===== config.mk =====
export PLATFORM = sky130hd
export DESIGN_NAME = abus_tenure_ctrl
export DESIGN_NICKNAME = d
export VERILOG_FILES = /design/src/rtl/abt_pkg.sv /design/src/rtl/abt_sampler.sv /design/src/rtl/abt_request.sv /design/src/rtl/abt_tenure_fsm.sv /design/src/rtl/abus_tenure_ctrl.sv
export SDC_FILE = /design/constraint.sdc
export NUM_CORES = 1
export LEC_CHECK = 0
export BUFFER_PORTS_ARGS = -buffer_cell sky130_fd_sc_hd__clkbuf_2
export CAP_MARGIN = 20
export CORE_AREA = 4 4 41 43
export CTS_BUF_LIST = sky130_fd_sc_hd__clkbuf_2
export DETAILED_ROUTE_END_ITERATION = 7
export DIE_AREA = 0 0 45 47
export SYNTH_ARGS = -nofsm -noshare
export SYNTH_HDL_FRONTEND = slang
export SYNTH_SLANG_ARGS = --single-unit
export TNS_END_PERCENT = 50

===== constraint.sdc =====
create_clock -name clk -period 1.5 [get_ports clk]
set_input_delay 0.075 -clock clk [delete_from_list [all_inputs] [get_ports clk]]
set_output_delay 0.075 -clock clk [all_outputs]
set_load 0.005 [all_outputs]

===== src/rtl/abt_pkg.sv =====
package abt_pkg;

    typedef enum logic [1:0] {
        ST_ARB = 2'd0,
        ST_OWN = 2'd1,
        ST_REL = 2'd2
    } tenure_st_e;

    typedef struct packed {
        logic grant;
        logic busy;
        logic retry;
        logic ack;
    } bus_smp_t;

endpackage


===== src/rtl/abt_sampler.sv =====
module abt_sampler
    import abt_pkg::*;
(
    input  logic     clk,
    input  logic     rst,
    input  bus_smp_t pins_i,
    output bus_smp_t smp_o
);

    bus_smp_t smp_d, smp_q;

    always_comb begin
        smp_d = pins_i;
    end

    always_ff @(posedge clk) begin
        if (rst) smp_q <= '0;
        else     smp_q <= smp_d;
    end

    assign smp_o = smp_q;

endmodule


===== src/rtl/abt_request.sv =====
module abt_request (
    input  logic clk,
    input  logic rst,
    input  logic start_i,
    input  logic cancel_i,
    input  logic arb_i,
    input  logic tenure_done_i,
    output logic pend_live_o,
    output logic req_o
);

    typedef struct packed {
        logic pend;
    } req_st_t;

    req_st_t d, q;

    always_comb begin
        d = q;
        if (tenure_done_i)                 d.pend = 1'b0;
        else if (arb_i && cancel_i)        d.pend = 1'b0;
        else if (start_i && !q.pend)       d.pend = 1'b1;
    end

    always_ff @(posedge clk) begin
        if (rst) q <= '0;
        else     q <= d;
    end

    assign pend_live_o = q.pend && !cancel_i;
    assign req_o       = q.pend && !cancel_i && arb_i;


    cancel_clears_chk: assert property (@(posedge clk) disable iff (rst)
        (arb_i && cancel_i) |=> !q.pend);


    start_ignored_chk: assert property (@(posedge clk) disable iff (rst)
        (q.pend && !tenure_done_i && !(arb_i && cancel_i)) |=> q.pend);

endmodule


===== src/rtl/abt_tenure_fsm.sv =====
module abt_tenure_fsm
    import abt_pkg::*;
#(
    parameter int RELEASE_CYCLES = 1
) (
    input  logic     clk,
    input  logic     rst,
    input  bus_smp_t smp_i,
    input  logic     pend_live_i,
    output logic     arb_o,
    output logic     own_o,
    output logic     drv_o,
    output logic     oe_o,
    output logic     tenure_done_o
);

    localparam int CW = (RELEASE_CYCLES > 1) ? $clog2(RELEASE_CYCLES) : 1;
    localparam logic [CW-1:0] REL_LOAD = CW'(RELEASE_CYCLES - 1);

    typedef struct packed {
        tenure_st_e    st;
        logic [CW-1:0] rel_cnt;
        logic          retry_seen;
    } fsm_st_t;

    fsm_st_t d, q;
    logic    qual;
    logic    first_rel;
    logic    retry_now;

    always_comb begin
        d             = q;
        tenure_done_o = 1'b0;
        qual      = (q.st == ST_ARB) && smp_i.grant && !smp_i.busy
                    && !smp_i.retry && pend_live_i;
        first_rel = (q.st == ST_REL) && (q.rel_cnt == REL_LOAD);
        retry_now = first_rel ? smp_i.retry : q.retry_seen;
        unique case (q.st)
            ST_ARB: begin
                if (qual) d.st = ST_OWN;
            end
            ST_OWN: begin
                if (smp_i.ack) begin
                    d.st         = ST_REL;
                    d.rel_cnt    = REL_LOAD;
                    d.retry_seen = 1'b0;
                end
            end
            ST_REL: begin
                if (first_rel) d.retry_seen = smp_i.retry;
                if (q.rel_cnt == '0) begin
                    d.st          = ST_ARB;
                    tenure_done_o = !retry_now;
                end else begin
                    d.rel_cnt = q.rel_cnt - 1'b1;
                end
            end
            default: d.st = ST_ARB;
        endcase
    end

    always_ff @(posedge clk) begin
        if (rst) q <= '{st: ST_ARB, rel_cnt: '0, retry_seen: 1'b0};
        else     q <= d;
    end

    assign arb_o = (q.st == ST_ARB);
    assign own_o = (q.st == ST_OWN);
    assign drv_o = (q.st == ST_OWN);
    assign oe_o  = (q.st == ST_OWN) || (q.st == ST_REL);


    qual_take_chk: assert property (@(posedge clk) disable iff (rst)
        qual |=> own_o);


    own_hold_chk: assert property (@(posedge clk) disable iff (rst)
        (own_o && !smp_i.ack) |=> own_o);


    rel_phase_chk: assert property (@(posedge clk) disable iff (rst)
        (own_o && smp_i.ack) |=> (oe_o && !drv_o && !own_o));

endmodule


===== src/rtl/abus_tenure_ctrl.sv =====
module abus_tenure_ctrl
    import abt_pkg::*;
#(
    parameter int RELEASE_CYCLES = 1
) (
    input  logic clk,
    input  logic rst,
    input  logic tx_start_i,
    input  logic tx_cancel_i,
    input  logic bus_grant_i,
    input  logic bus_busy_i,
    input  logic addr_retry_i,
    input  logic addr_ack_i,
    output logic bus_req_o,
    output logic tenure_own_o,
    output logic busy_drv_o,
    output logic busy_oe_o
);

    bus_smp_t pins, smp;
    logic     arb, pend_live, tenure_done;

    assign pins = '{grant: bus_grant_i, busy: bus_busy_i,
                    retry: addr_retry_i, ack: addr_ack_i};

    abt_sampler u_smp (
        .clk    (clk),
        .rst    (rst),
        .pins_i (pins),
        .smp_o  (smp)
    );

    abt_request u_req (
        .clk           (clk),
        .rst           (rst),
        .start_i       (tx_start_i),
        .cancel_i      (tx_cancel_i),
        .arb_i         (arb),
        .tenure_done_i (tenure_done),
        .pend_live_o   (pend_live),
        .req_o         (bus_req_o)
    );

    abt_tenure_fsm #(.RELEASE_CYCLES(RELEASE_CYCLES)) u_fsm (
        .clk           (clk),
        .rst           (rst),
        .smp_i         (smp),
        .pend_live_i   (pend_live),
        .arb_o         (arb),
        .own_o         (tenure_own_o),
        .drv_o         (busy_drv_o),
        .oe_o          (busy_oe_o),
        .tenure_done_o (tenure_done)
    );


    req_own_excl_chk: assert property (@(posedge clk) disable iff (rst)
        tenure_own_o |-> !bus_req_o);


    own_drives_chk: assert property (@(posedge clk) disable iff (rst)
        $rose(tenure_own_o) |-> (busy_oe_o && busy_drv_o));


    cancel_blocks_chk: assert property (@(posedge clk) disable iff (rst)
        (!tenure_own_o && !busy_oe_o && tx_cancel_i) |=> !tenure_own_o);

endmodule


## Word-level counts from Yosys, hierarchy flattened

Cells that the tools add are included.

- Flip-flop bits (word level): 9
- Bits of input ports: 8
- Output and inout bits: 4
- Word-level logic and storage cells: 44

- $add $sub $neg: 1
- Eq/ne operators: 5
- Mux-type cells: 9
- Bitwise logic cells: 1
- Reductions and logical operators: 20

Operators by type and width:

| kind | count |
|---|---|
| 1-bit logical AND | 9 |
| 2-bit case mux with 3 select lines | 1 |
| 1-bit zero test | 5 |
| 1-bit 2-to-1 mux | 4 |
| 2-bit 2-to-1 mux | 2 |
| 4-bit 2-to-1 mux | 1 |
| 2-bit by 1-bit != test with 1-bit output (second input constant) | 2 |
| 2-bit case mux with 2 select lines | 1 |
| 3-bit AND reduction | 1 |
| 3-bit OR reduction | 1 |
| 2-bit by 1-bit == test with 1-bit output (second input constant) | 1 |
| 2-bit == test (second input constant) | 1 |
| 2-bit zero test | 1 |
| 2-bit != test (second input constant) | 1 |
| 2-bit AND reduction | 1 |
| 2-bit nonzero test | 1 |
| 1-bit logical OR | 1 |
| 1-bit inverter | 1 |
| 1-bit subtractor (second input constant) | 1 |

## Depth between registers and ports, before layout

Gate-level depths: netlist (run 1).

- Word-level depth: 7
- Mapped depth: 5
- Gate-level depth less buffers: 5

## Hierarchy

A second synthesis (run 1) with hierarchy kept.

- Cell total of the unflattened synthesis: 38
- Area total of the unflattened synthesis: 387.9 sq um

By module, submodules not included:

| module | times used | cells each | area each (sq um) |
|---|---|---|---|
| abt_tenure_fsm | 1 | 25 | 231.5 |
| abt_sampler | 1 | 8 | 105.1 |
| abt_request | 1 | 5 | 51.3 |

## Least setup slack after synthesis (run 1)

OpenSTA, ideal clock, no wires.

- Kind: register to register
- From: register u_fsm.q[3] (netlist name)
- To: register u_fsm.q[3] (netlist name)
- Setup time: 72 ps
- Arrival time: 1077 ps
- Required time: 1428 ps
- Path slack: 351 ps
- Stages on the path, launching flop included: 6
- Clock period less this slack: 1149 ps
- Path through: dfxtp_1 > inv_1 > ha_1 > and2b_2 > a21oi_2 > mux2i_1

- Elaborated cells between the ends (all ways): 12
- Those cells by class: eq/ne: 5; mux: 1; reduce/logical: 6

RTL lines:

| item | line | RTL |
|---|---|---|
| from (decl) | abt_tenure_fsm.sv:26 | `fsm_st_t d, q;` |
| from (signal assigned) | abt_tenure_fsm.sv:63 | `if (rst) q <= '{st: ST_ARB, rel_cnt: '0, retry_seen: 1'b0};` |
| 2-bit by 1-bit == test with 1-bit output (*) | -- |  |
| net busy_drv_o | abus_tenure_ctrl.sv:16 | `output logic busy_drv_o,` |
| 2-bit by 1-bit != test with 1-bit output (no source line) | -- |  |
| 3-bit AND reduction (no source line) | -- |  |

The timed path passes the listed nets; every way through them passes the cells marked *.
A chain may end at the register's enable or synchronous reset.

## Worst setup path in the final report (run 1)

- From: register u_fsm.q[2] (netlist name)
- To: output port bus_req_o

- Longest elaborated chain between the ends: 2

RTL lines:

| item | line | RTL |
|---|---|---|
| 2-bit zero test | abt_tenure_fsm.sv:67 | `assign arb_o = (q.st == ST_ARB);` |
| 1-bit logical AND | abt_request.sv:31 | `assign req_o = q.pend && !cancel_i && arb_i;` |
| to (decl) | abus_tenure_ctrl.sv:14 | `output logic bus_req_o,` |

No other way between the ends.

==> qor.txt, run 1 <==
switching share of total power: 0.238
simple-gate share of the synthesized area: 0.255
CP bufs+invs: 2
maximum clock rate: 765 MHz
post-route antenna net violation count: 0
CP top delay family: flip-flops
GRT overflow: 0
commonest cells after routing, fill and taps aside: clkbuf_2 (14), dfxtp_1 (7), nor2b_1 (4), ha_1 (4), inv_1 (3)
Int Power: 268 uW
r2r startpoint: u_fsm.q[3]
post-placement cell count: 57
static leakage: 0.000192 uW
Mapped Avg Cell Area: 10.4 um^2
required time worst endpoint: 1.42 ns
Netlist cell types: 17
Startpoint Class: register
sequential power share: 0.556
largest family of logic cells by synthesized area: simple AND/OR/NAND/NOR gates
Clock Latency Late Sink: 0.23 ns
Fin Setup TNS: 0 ns
Critical Path End: bus_req_o
Die W: 45 um
arrival time worst endpoint: 1.23 ns
Tot GR Track Use: 0.0627
Final nets: 59
measured slew at the worst slew-check pin: 0.162 ns
ANT cells: 0
Non-Filler Instances: 61
cell area after synthesis: 334 um^2
Site Rows: 13
H-tree Lvls: 1
Seq. cell area: 140 um^2
Detail Placement HPWL: 440 um
initial antenna violation count: 0
Stages on worst setup path: 4
area taken by multi-input logic gates: 175 um^2
vias in the first global route: 245
Setup Viol. Count Final: 0
status: finished clean
Residual DRC: 0
mux cell area share after synthesis: 0.0300
Routed Wire Length: 539 um
maxcap violations: 0
FILL cells: 138
Final Max Slew Viols: 0
CTS clk-pin slew, worst paths: 0.08 ns
crit path capture type: primary output
Initial Utilization: 0.257
CTS root buffer: clkbuf_2
xor/xnor share of the synthesized area: 0
via count: 249
r2r setup slk: 0.27 ns
adder-cell area share of the yosys netlist: 0.150
Worst VDD drop: 0.000579 V
worst setup path start: u_fsm.q[2]
total setup buffers inserted after CTS: 0
CP Max Fanout: 4
Avg WL per Cell: 8.84 um
Slew headroom: 0.892
worst min path class: input pin to register
post-synthesis sequential area ratio: 0.419
# port buffers: 11
Initial DRC Count: 2
cell depth of the worst flop-to-flop path: 5
first-pass GRT wire length: 924 um
area of the die: 2120 um^2
share of layout cells above drive strength 1: 0.413
Initial DRT Pass Iterations: 2
final hold violations: 0
Area growth syn-to-layout: 25.8%
CTS Sinks: 7
r2r endpoint: u_fsm.q[3]
crit-path cells: inv_1, ha_1, and3b_1, clkbuf_2
core area: 1300 um^2
Worst path max stage delay: 0.37 ns
Avg Vias per Cell: 4.08
Post-Syn Instances: 32
most common cell after layout, fill and taps aside: clkbuf_2
final period utilization: 0.871
P_sw: 83.9 uW
CTS resizes: 0
critical hold path startpoint: bus_busy_i
slowest CP cell: dfxtp_1
yosys warns: 0
CTS Buf Count: 3
Net Count, Synth: 44
P per Cell Area: 838 nW/um^2
largest net degree at the start of global routing: 9
RSZ-0062 raised after global routing: no
CTS tree: built
clock buffer depth: 2
FF+latch count, synth: 7
num ports: 12
kind of critical path: register to primary output
clock power share: 0.372
height of the chip: 47 um
Final Wtd Congestion: 0.710
Comb power frac: 0.072
clock skew: 0.00389 ns
CTS Hold Buffers Added: 0
Final min period: 1.31 ns
Synth Area in Compound Gates: 0.0899
-- registers in the layout (all words and copies together) (netlist names) --
register / cells
u_req.q: 1
u_fsm.q: 2
u_smp.smp_o: 4
-- per-layer routing --
layer / vias up / share of wire / GRT usage
li1: 132 / - / -
met5: - / 0 / 0
met1: 105 / 0.46 / 0.0714
met4: 0 / 0 / 0
met2: 12 / 0.42 / 0.0904
met3: 0 / 0.11 / 0.0613
-- Yosys cell counts --
library cell | n | area share
buf_4 | 1 | 0.022
mux2i_1 | 1 | 0.030
or2b_2 | 1 | 0.026
o21a_1 | 1 | 0.022
nor2b_1 | 4 | 0.075
or2b_1 | 1 | 0.022
dfxtp_1 | 7 | 0.42
and2b_2 | 1 | 0.026
and3b_1 | 1 | 0.026
nor2_1 | 2 | 0.022
a21oi_2 | 1 | 0.026
nand4b_1 | 1 | 0.026
ha_1 | 4 | 0.15
inv_1 | 3 | 0.034
a211oi_1 | 1 | 0.022
o22ai_1 | 1 | 0.019
nor3_2 | 1 | 0.030
-- stage by stage --
stage           util  setup slack, ns  hold WS (ns)  power (uW)  area (um^2)
6_report       0.323            0.194        0.0459         352          420
5_1_grt        0.323            0.103        0.0289         374          420
4_1_cts        0.323            0.174        0.0306         362          420
3_5_place_dp   0.308            0.281         0.287         226          400
3_3_place_gp   0.308            0.289         0.286         226          400
2_1_floorplan      -            0.351         0.144         211          334
-- final cells by class --
cell class,instances,area share
clock inverters,1,0.0119
repair buffers,11,0.131
multi-input cells,21,0.417
flip-flops and latches,7,0.333
clock buffers,3,0.0357
inverters,3,0.0268
well taps,15,0.0446
-- power by group through the flow --
| stage | clock, uW | combinational, uW | sequential, uW |
|---|---|---|---|
| global route | 148 | 29.1 | 197 |
| floorplan | 0 | 11.9 | 200 |
| global placement | 0 | 25.7 | 200 |
| CTS | 140 | 25.7 | 196 |
| detailed placement | 0 | 25.6 | 200 |
| finish | 131 | 25.4 | 196 |
-- logic make-up (layout without fill, tap and decap cells) --
family / after synthesis / count (layout)
AND/OR/NAND/NOR: 12 / 12
flip-flops: 7 / 7
adder cells (fa/ha/maj): 4 / 4
AO/OA/AOI/OAI: 4 / 4
buffers and inverters: 4 / 18
multiplexers: 1 / 1
-- how the worst min path moves through the flow --
stage / end / slack (ns) / depth (start not counted)
finish: u_smp.smp_o[2] / 0.05 / 2
global route: u_smp.smp_o[1] / 0.03 / 2
CTS: u_smp.smp_o[2] / 0.03 / 2
detailed placement: u_smp.smp_o[3] / 0.29 / 2
global placement: u_smp.smp_o[3] / 0.29 / 2
floorplan: u_fsm.q[2] / 0.14 / 1
No activity file was read; power rests on OpenSTA's default activity.
==> run 2: changes to the inputs <==
CELL_PAD_IN_SITES_DETAIL_PLACEMENT = 1   (was not set)
CELL_PAD_IN_SITES_GLOBAL_PLACEMENT = 1   (was not set)
PLACE_DENSITY_LB_ADDON = 0.1   (was not set)
==> run 2 against run 1 <==
  * Count of clock-buffer cells in the layout increased by 1
  * Utilization unchanged
  * Critical path depth unchanged
  * Via count increased by 4.8%
  * First-iteration DRC count decreased by 50%
  * Register-to-register slack got worse by 0.02 ns
  * Die area unchanged
  * Critical path type unchanged
  * Worst setup slack improved by 0.0050 ns
  * Fmax increased by 0.39%
  * Clock skew decreased by 0.0013 ns
==> qor.txt, run 2 (synthesis results as in run 1) <==
status: finished clean (unchanged)
CTS Sinks: 7 (unchanged)
sequential power share: 0.548 (was 0.556)
CTS Hold Buffers Added: 0 (unchanged)
r2r endpoint: u_fsm.q[2] (was u_fsm.q[3])
commonest cells after routing, fill and taps aside: clkbuf_2 (15), dfxtp_1 (7), nor2b_1 (4), ha_1 (4), inv_1 (3) (was clkbuf_2 (14), dfxtp_1 (7), nor2b_1 (4), ha_1 (4), inv_1 (3))
Startpoint Class: register (unchanged)
most common cell after layout, fill and taps aside: clkbuf_2 (unchanged)
Avg WL per Cell: 10.8 um (was 8.84 um)
Initial DRC Count: 1 (was 2)
required time worst endpoint: 1.42 ns (about the same)
maxcap violations: 0 (unchanged)
CP Max Fanout: 4 (unchanged)
Tot GR Track Use: 0.0721 (was 0.0627)
CTS clk-pin slew, worst paths: 0.07 ns (was 0.08 ns)
maximum clock rate: 768 MHz (was 765 MHz)
worst min path class: input pin to register (unchanged)
Worst path max stage delay: 0.37 ns (about the same)
measured slew at the worst slew-check pin: 0.167 ns (was 0.162 ns)
arrival time worst endpoint: 1.23 ns (about the same)
Avg Vias per Cell: 4.28 (was 4.08)
Final Wtd Congestion: 0.639 (was 0.710)
Fin Setup TNS: 0 ns (unchanged)
FILL cells: 163 (was 138)
height of the chip: 47 um (unchanged)
H-tree Lvls: 1 (unchanged)
initial antenna violation count: 0 (unchanged)
crit-path cells: inv_1, ha_1, and3b_1, clkbuf_2 (unchanged)
max reg flops: 4 (unchanged)
r2r startpoint: u_fsm.q[3] (unchanged)
Worst VDD drop: 0.000367 V (was 0.000579 V)
clock buffer depth: 2 (unchanged)
Setup Viol. Count Final: 0 (unchanged)
final period utilization: 0.868 (was 0.871)
Clock Latency Late Sink: 0.22 ns (was 0.23 ns)
num ports: 12 (unchanged)
crit path capture type: primary output (unchanged)
Hold Path Sink: u_smp.smp_o[1] (was u_smp.smp_o[2])
ANT cells: 0 (unchanged)
CTS Buf Count: 3 (unchanged)
P per Cell Area: 851 nW/um^2 (was 838 nW/um^2)
kind of critical path: register to primary output (unchanged)
Comb power frac: 0.072 (about the same)
Site Rows: 13 (unchanged)
Final Max Slew Viols: 0 (unchanged)
Int Power: 279 uW (was 268 uW)
Final min period: 1.30 ns (was 1.31 ns)
final instance area: 420 um^2 (unchanged)
Final nets: 59 (unchanged)
# port buffers: 11 (unchanged)
Initial Utilization: 0.257 (unchanged)
critical hold path startpoint: addr_retry_i (was bus_busy_i)
CTS tree: built (unchanged)
vias in the first global route: 257 (was 245)
via count: 261 (was 249)
first-pass GRT wire length: 1040 um (was 924 um)
Die W: 45 um (unchanged)
RSZ-0062 raised after global routing: no (unchanged)
area of the die: 2120 um^2 (unchanged)
Residual DRC: 0 (unchanged)
P_sw: 78.8 uW (was 83.9 uW)
placed cell area: 400 um^2 (unchanged)
total setup buffers inserted after CTS: 0 (unchanged)
post-route setup slack: 0.199 ns (was 0.194 ns)
largest net degree at the start of global routing: 9 (unchanged)
switching share of total power: 0.220 (was 0.238)
CTS root buffer: clkbuf_2 (unchanged)
cell depth of the worst flop-to-flop path: 5 (unchanged)
CTS resizes: 0 (unchanged)
Initial DRT Pass Iterations: 2 (unchanged)
Detail Placement HPWL: 568 um (was 440 um)
Routed Wire Length: 656 um (was 539 um)
Area growth syn-to-layout: 25.8% (unchanged)
post-route antenna net violation count: 0 (unchanged)
final hold violations: 0 (unchanged)
Setup Slack @ Placement: 0.251 ns (was 0.281 ns)
WHS Path Cells: 2 (unchanged)
static leakage: 0.000192 uW (about the same)
clock skew: 0.00258 ns (was 0.00389 ns)
share of layout cells above drive strength 1: 0.413 (unchanged)
GRT overflow: 0 (unchanged)
core area: 1300 um^2 (unchanged)
clock power share: 0.380 (was 0.372)
slowest CP cell: dfxtp_1 (unchanged)
Core Util, Final: 0.323 (unchanged)
r2r setup slk: 0.25 ns (was 0.27 ns)
Slew headroom: 0.888 (was 0.892)
run 2: worst max-delay path, delay by kind of cell, from the launching register on:
| family | cells | cell delay [ns] |
|---|---|---|
| flops | 1 | 0.37 |
| fa+ha+maj | 1 | 0.26 |
| buf+inv | 2 | 0.19 |
| simple gates | 1 | 0.18 |
run 2: power groups by stage:
stage               clock network [uW]  registers (uW)  logic (uW)
floorplan                            0             200        11.9
global placement                     0             200        24.9
detailed placement                   0             201        26.4
CTS                                145             196        26.6
global route                       153             197        29.0
finish                             136             196        25.7
run 2: worst max path at each step:
stage / from / to / slack [ns] / cells past startpoint
6_report: u_fsm.q[2] / bus_req_o / 0.20 / 4
5_1_grt: u_fsm.q[2] / bus_req_o / 0.11 / 4
4_1_cts: u_fsm.q[2] / bus_req_o / 0.17 / 4
3_5_place_dp: u_fsm.q[3] / u_fsm.q[2] / 0.25 / 5
3_3_place_gp: u_fsm.q[3] / u_fsm.q[2] / 0.29 / 5
2_1_floorplan: u_fsm.q[3] / u_fsm.q[3] / 0.35 / 5
run 2: through the flow:
step           cells  hold slack [ns]  total power, uW
2_1_floorplan     32            0.144              211
3_3_place_gp      57            0.286              225
3_5_place_dp      57            0.291              227
4_1_cts           61           0.0411              368
5_1_grt           61           0.0545              379
6_report          61           0.0582              358
run 2: layout make-up:
type,instances,area (um^2),share of cell area
multi-input combinational,21,175,0.417
sequential,7,140,0.333
timing repair buffer,11,55.1,0.131
clock buffer,4,20.0,0.0476
tap,15,18.8,0.0446
inverter,3,11.3,0.0268
run 2: per-layer routing:
metal | wire length (um) | global-route usage | vias to the layer above
met5 | 0 | 0 | -
met4 | 0 | 0.0526 | 0
met3 | 56 | 0.0345 | 0
met2 | 325 | 0.110 | 8
met1 | 274 | 0.0778 | 121
li1 | - | - | 132
==> run 3: changes to the inputs <==
PLACE_DENSITY = 0.68   (was not set)
PLACE_DENSITY_LB_ADDON = not set   (was 0.1)
SLEW_MARGIN = 40   (was not set)
==> run 3 against run 2 <==
  * Sequential cell count is the same
  * Count of clock-buffer cells in the layout is the same
  * Non-clock buffer count is the same
  * Register-to-register slack is essentially flat
  * Utilization is the same
  * Via count shrank 2.7%
==> qor.txt, run 3 (synthesis results as in run 1) <==
status: finished clean (unchanged)
Initial Utilization: 0.257 (unchanged)
num ports: 12 (unchanged)
Avg WL per Cell: 10.7 um (was 10.8 um)
WHS Path Cells: 2 (unchanged)
height of the chip: 47 um (unchanged)
vias in the first global route: 272 (was 257)
Avg Vias per Cell: 4.16 (was 4.28)
first-pass GRT wire length: 1040 um (unchanged)
H-tree Lvls: 1 (unchanged)
final hold violations: 0 (unchanged)
Die W: 45 um (unchanged)
final period utilization: 0.855 (was 0.868)
CTS clk-pin slew, worst paths: 0.07 ns (about the same)
required time worst endpoint: 1.42 ns (about the same)
Worst path max stage delay: 0.35 ns (was 0.37 ns)
CTS tree: built (unchanged)
commonest cells after routing, fill and taps aside: clkbuf_2 (15), dfxtp_1 (7), nor2b_1 (4), ha_1 (4), inv_1 (3) (unchanged)
Initial DRT Pass Iterations: 4 (was 2)
crit path capture type: primary output (unchanged)
Final nets: 59 (unchanged)
CTS root buffer: clkbuf_2 (unchanged)
critical hold path startpoint: bus_grant_i (was addr_retry_i)
Detail Placement HPWL: 568 um (about the same)
CTS Buf Count: 3 (unchanged)
Final Max Slew Viols: 0 (unchanged)
Final Wtd Congestion: 0.635 (was 0.639)
total setup buffers inserted after CTS: 0 (unchanged)
Overall Power: 357 uW (was 358 uW)
final instance area: 420 um^2 (unchanged)
Slew headroom: 0.871 (was 0.888)
max reg flops: 4 (unchanged)
CTS Hold Buffers Added: 0 (unchanged)
clock skew: 0.000914 ns (was 0.00258 ns)
maxcap violations: 0 (unchanged)
ANT cells: 0 (unchanged)
Routed Wire Length: 651 um (was 656 um)
core area: 1300 um^2 (unchanged)
Clock Latency Late Sink: 0.22 ns (about the same)
Tot GR Track Use: 0.0705 (was 0.0721)
Final min period: 1.28 ns (was 1.30 ns)
CTS resizes: 0 (unchanged)
Core Util, Final: 0.323 (unchanged)
arrival time worst endpoint: 1.21 ns (was 1.23 ns)
RSZ-0062 raised after global routing: no (unchanged)
via count: 254 (was 261)
r2r endpoint: u_fsm.q[3] (was u_fsm.q[2])
worst min path class: input pin to register (unchanged)
Area growth syn-to-layout: 25.8% (unchanged)
r2r setup slk: 0.25 ns (about the same)
Worst VDD drop: 0.000282 V (was 0.000367 V)
r2r startpoint: u_fsm.q[3] (unchanged)
measured slew at the worst slew-check pin: 0.192 ns (was 0.167 ns)
area of the die: 2120 um^2 (unchanged)
static leakage: 0.000192 uW (unchanged)
CTS Sinks: 7 (unchanged)
Residual DRC: 0 (unchanged)
# port buffers: 11 (unchanged)
slowest CP cell: dfxtp_1 (unchanged)
maximum clock rate: 779 MHz (was 768 MHz)
CP Max Fanout: 4 (unchanged)
initial antenna violation count: 0 (unchanged)
Site Rows: 13 (unchanged)
Startpoint Class: register (unchanged)
GRT overflow: 0 (unchanged)
most common cell after layout, fill and taps aside: clkbuf_2 (unchanged)
cell depth of the worst flop-to-flop path: 5 (unchanged)
largest net degree at the start of global routing: 9 (unchanged)
crit-path cells: inv_1, ha_1, and3b_1, clkbuf_2 (unchanged)
clock buffer depth: 2 (unchanged)
kind of critical path: register to primary output (unchanged)
Fin Setup TNS: 0 ns (unchanged)
Hold Path Sink: u_smp.smp_o[3] (was u_smp.smp_o[1])
share of layout cells above drive strength 1: 0.413 (unchanged)
placed cell area: 400 um^2 (unchanged)
P per Cell Area: 849 nW/um^2 (was 851 nW/um^2)
post-route antenna net violation count: 0 (unchanged)
Setup Viol. Count Final: 0 (unchanged)
Initial DRC Count: 1 (unchanged)
run 3: cell counts in the layout (fill, tap and decap cells not counted):
No cell type changed its count.
run 3: final cells by class:
class,instances,area [um^2]
Fill cell,168,881
Multi-Input combinational cell,21,175
Tap cell,15,18.8
Timing Repair Buffer,11,55.1
Sequential cell,7,140
Inverter,3,11.3
Clock buffer,4,20.0
run 3: metal layers:
layer | global-route usage | share of wire
met2 | 0.130 | 0.57
met5 | 0 | 0
met1 | 0.0686 | 0.38
met4 | 0.0526 | 0
met3 | 0.0153 | 0.048
run 3: critical path, delay by kind of cell (launching register included):
family	cells	cell delay, ns
fa+ha+maj	1	0.26
buf+inv	2	0.19
flops	1	0.35
simple gates	1	0.18
run 3: worst max-delay path by stage:
stage                    start          to  slack [ns]  cells after the start
floorplan           u_fsm.q[3]  u_fsm.q[3]        0.35                      5
global placement    u_fsm.q[3]  u_fsm.q[3]        0.30                      5
detailed placement  u_fsm.q[3]  u_fsm.q[3]        0.25                      5
CTS                 u_fsm.q[2]   bus_req_o        0.18                      4
global route        u_fsm.q[2]   bus_req_o        0.14                      4
finish              u_fsm.q[2]   bus_req_o        0.22                      4
run 3: through the flow:
stage               setup WS (ns)  hold slack, ns  std cells
floorplan                   0.351           0.144         32
global placement            0.305           0.290         57
detailed placement          0.252           0.292         57
CTS                         0.175          0.0453         61
global route                0.139          0.0540         61
finish                      0.217          0.0625         61
run 3: where the power goes:
group / switching (uW) / internal, uW / total, uW
Sequential: 3.51 / 193 / 197
Clock: 63.1 / 70.8 / 134
Combinational: 11.0 / 15.1 / 26.0
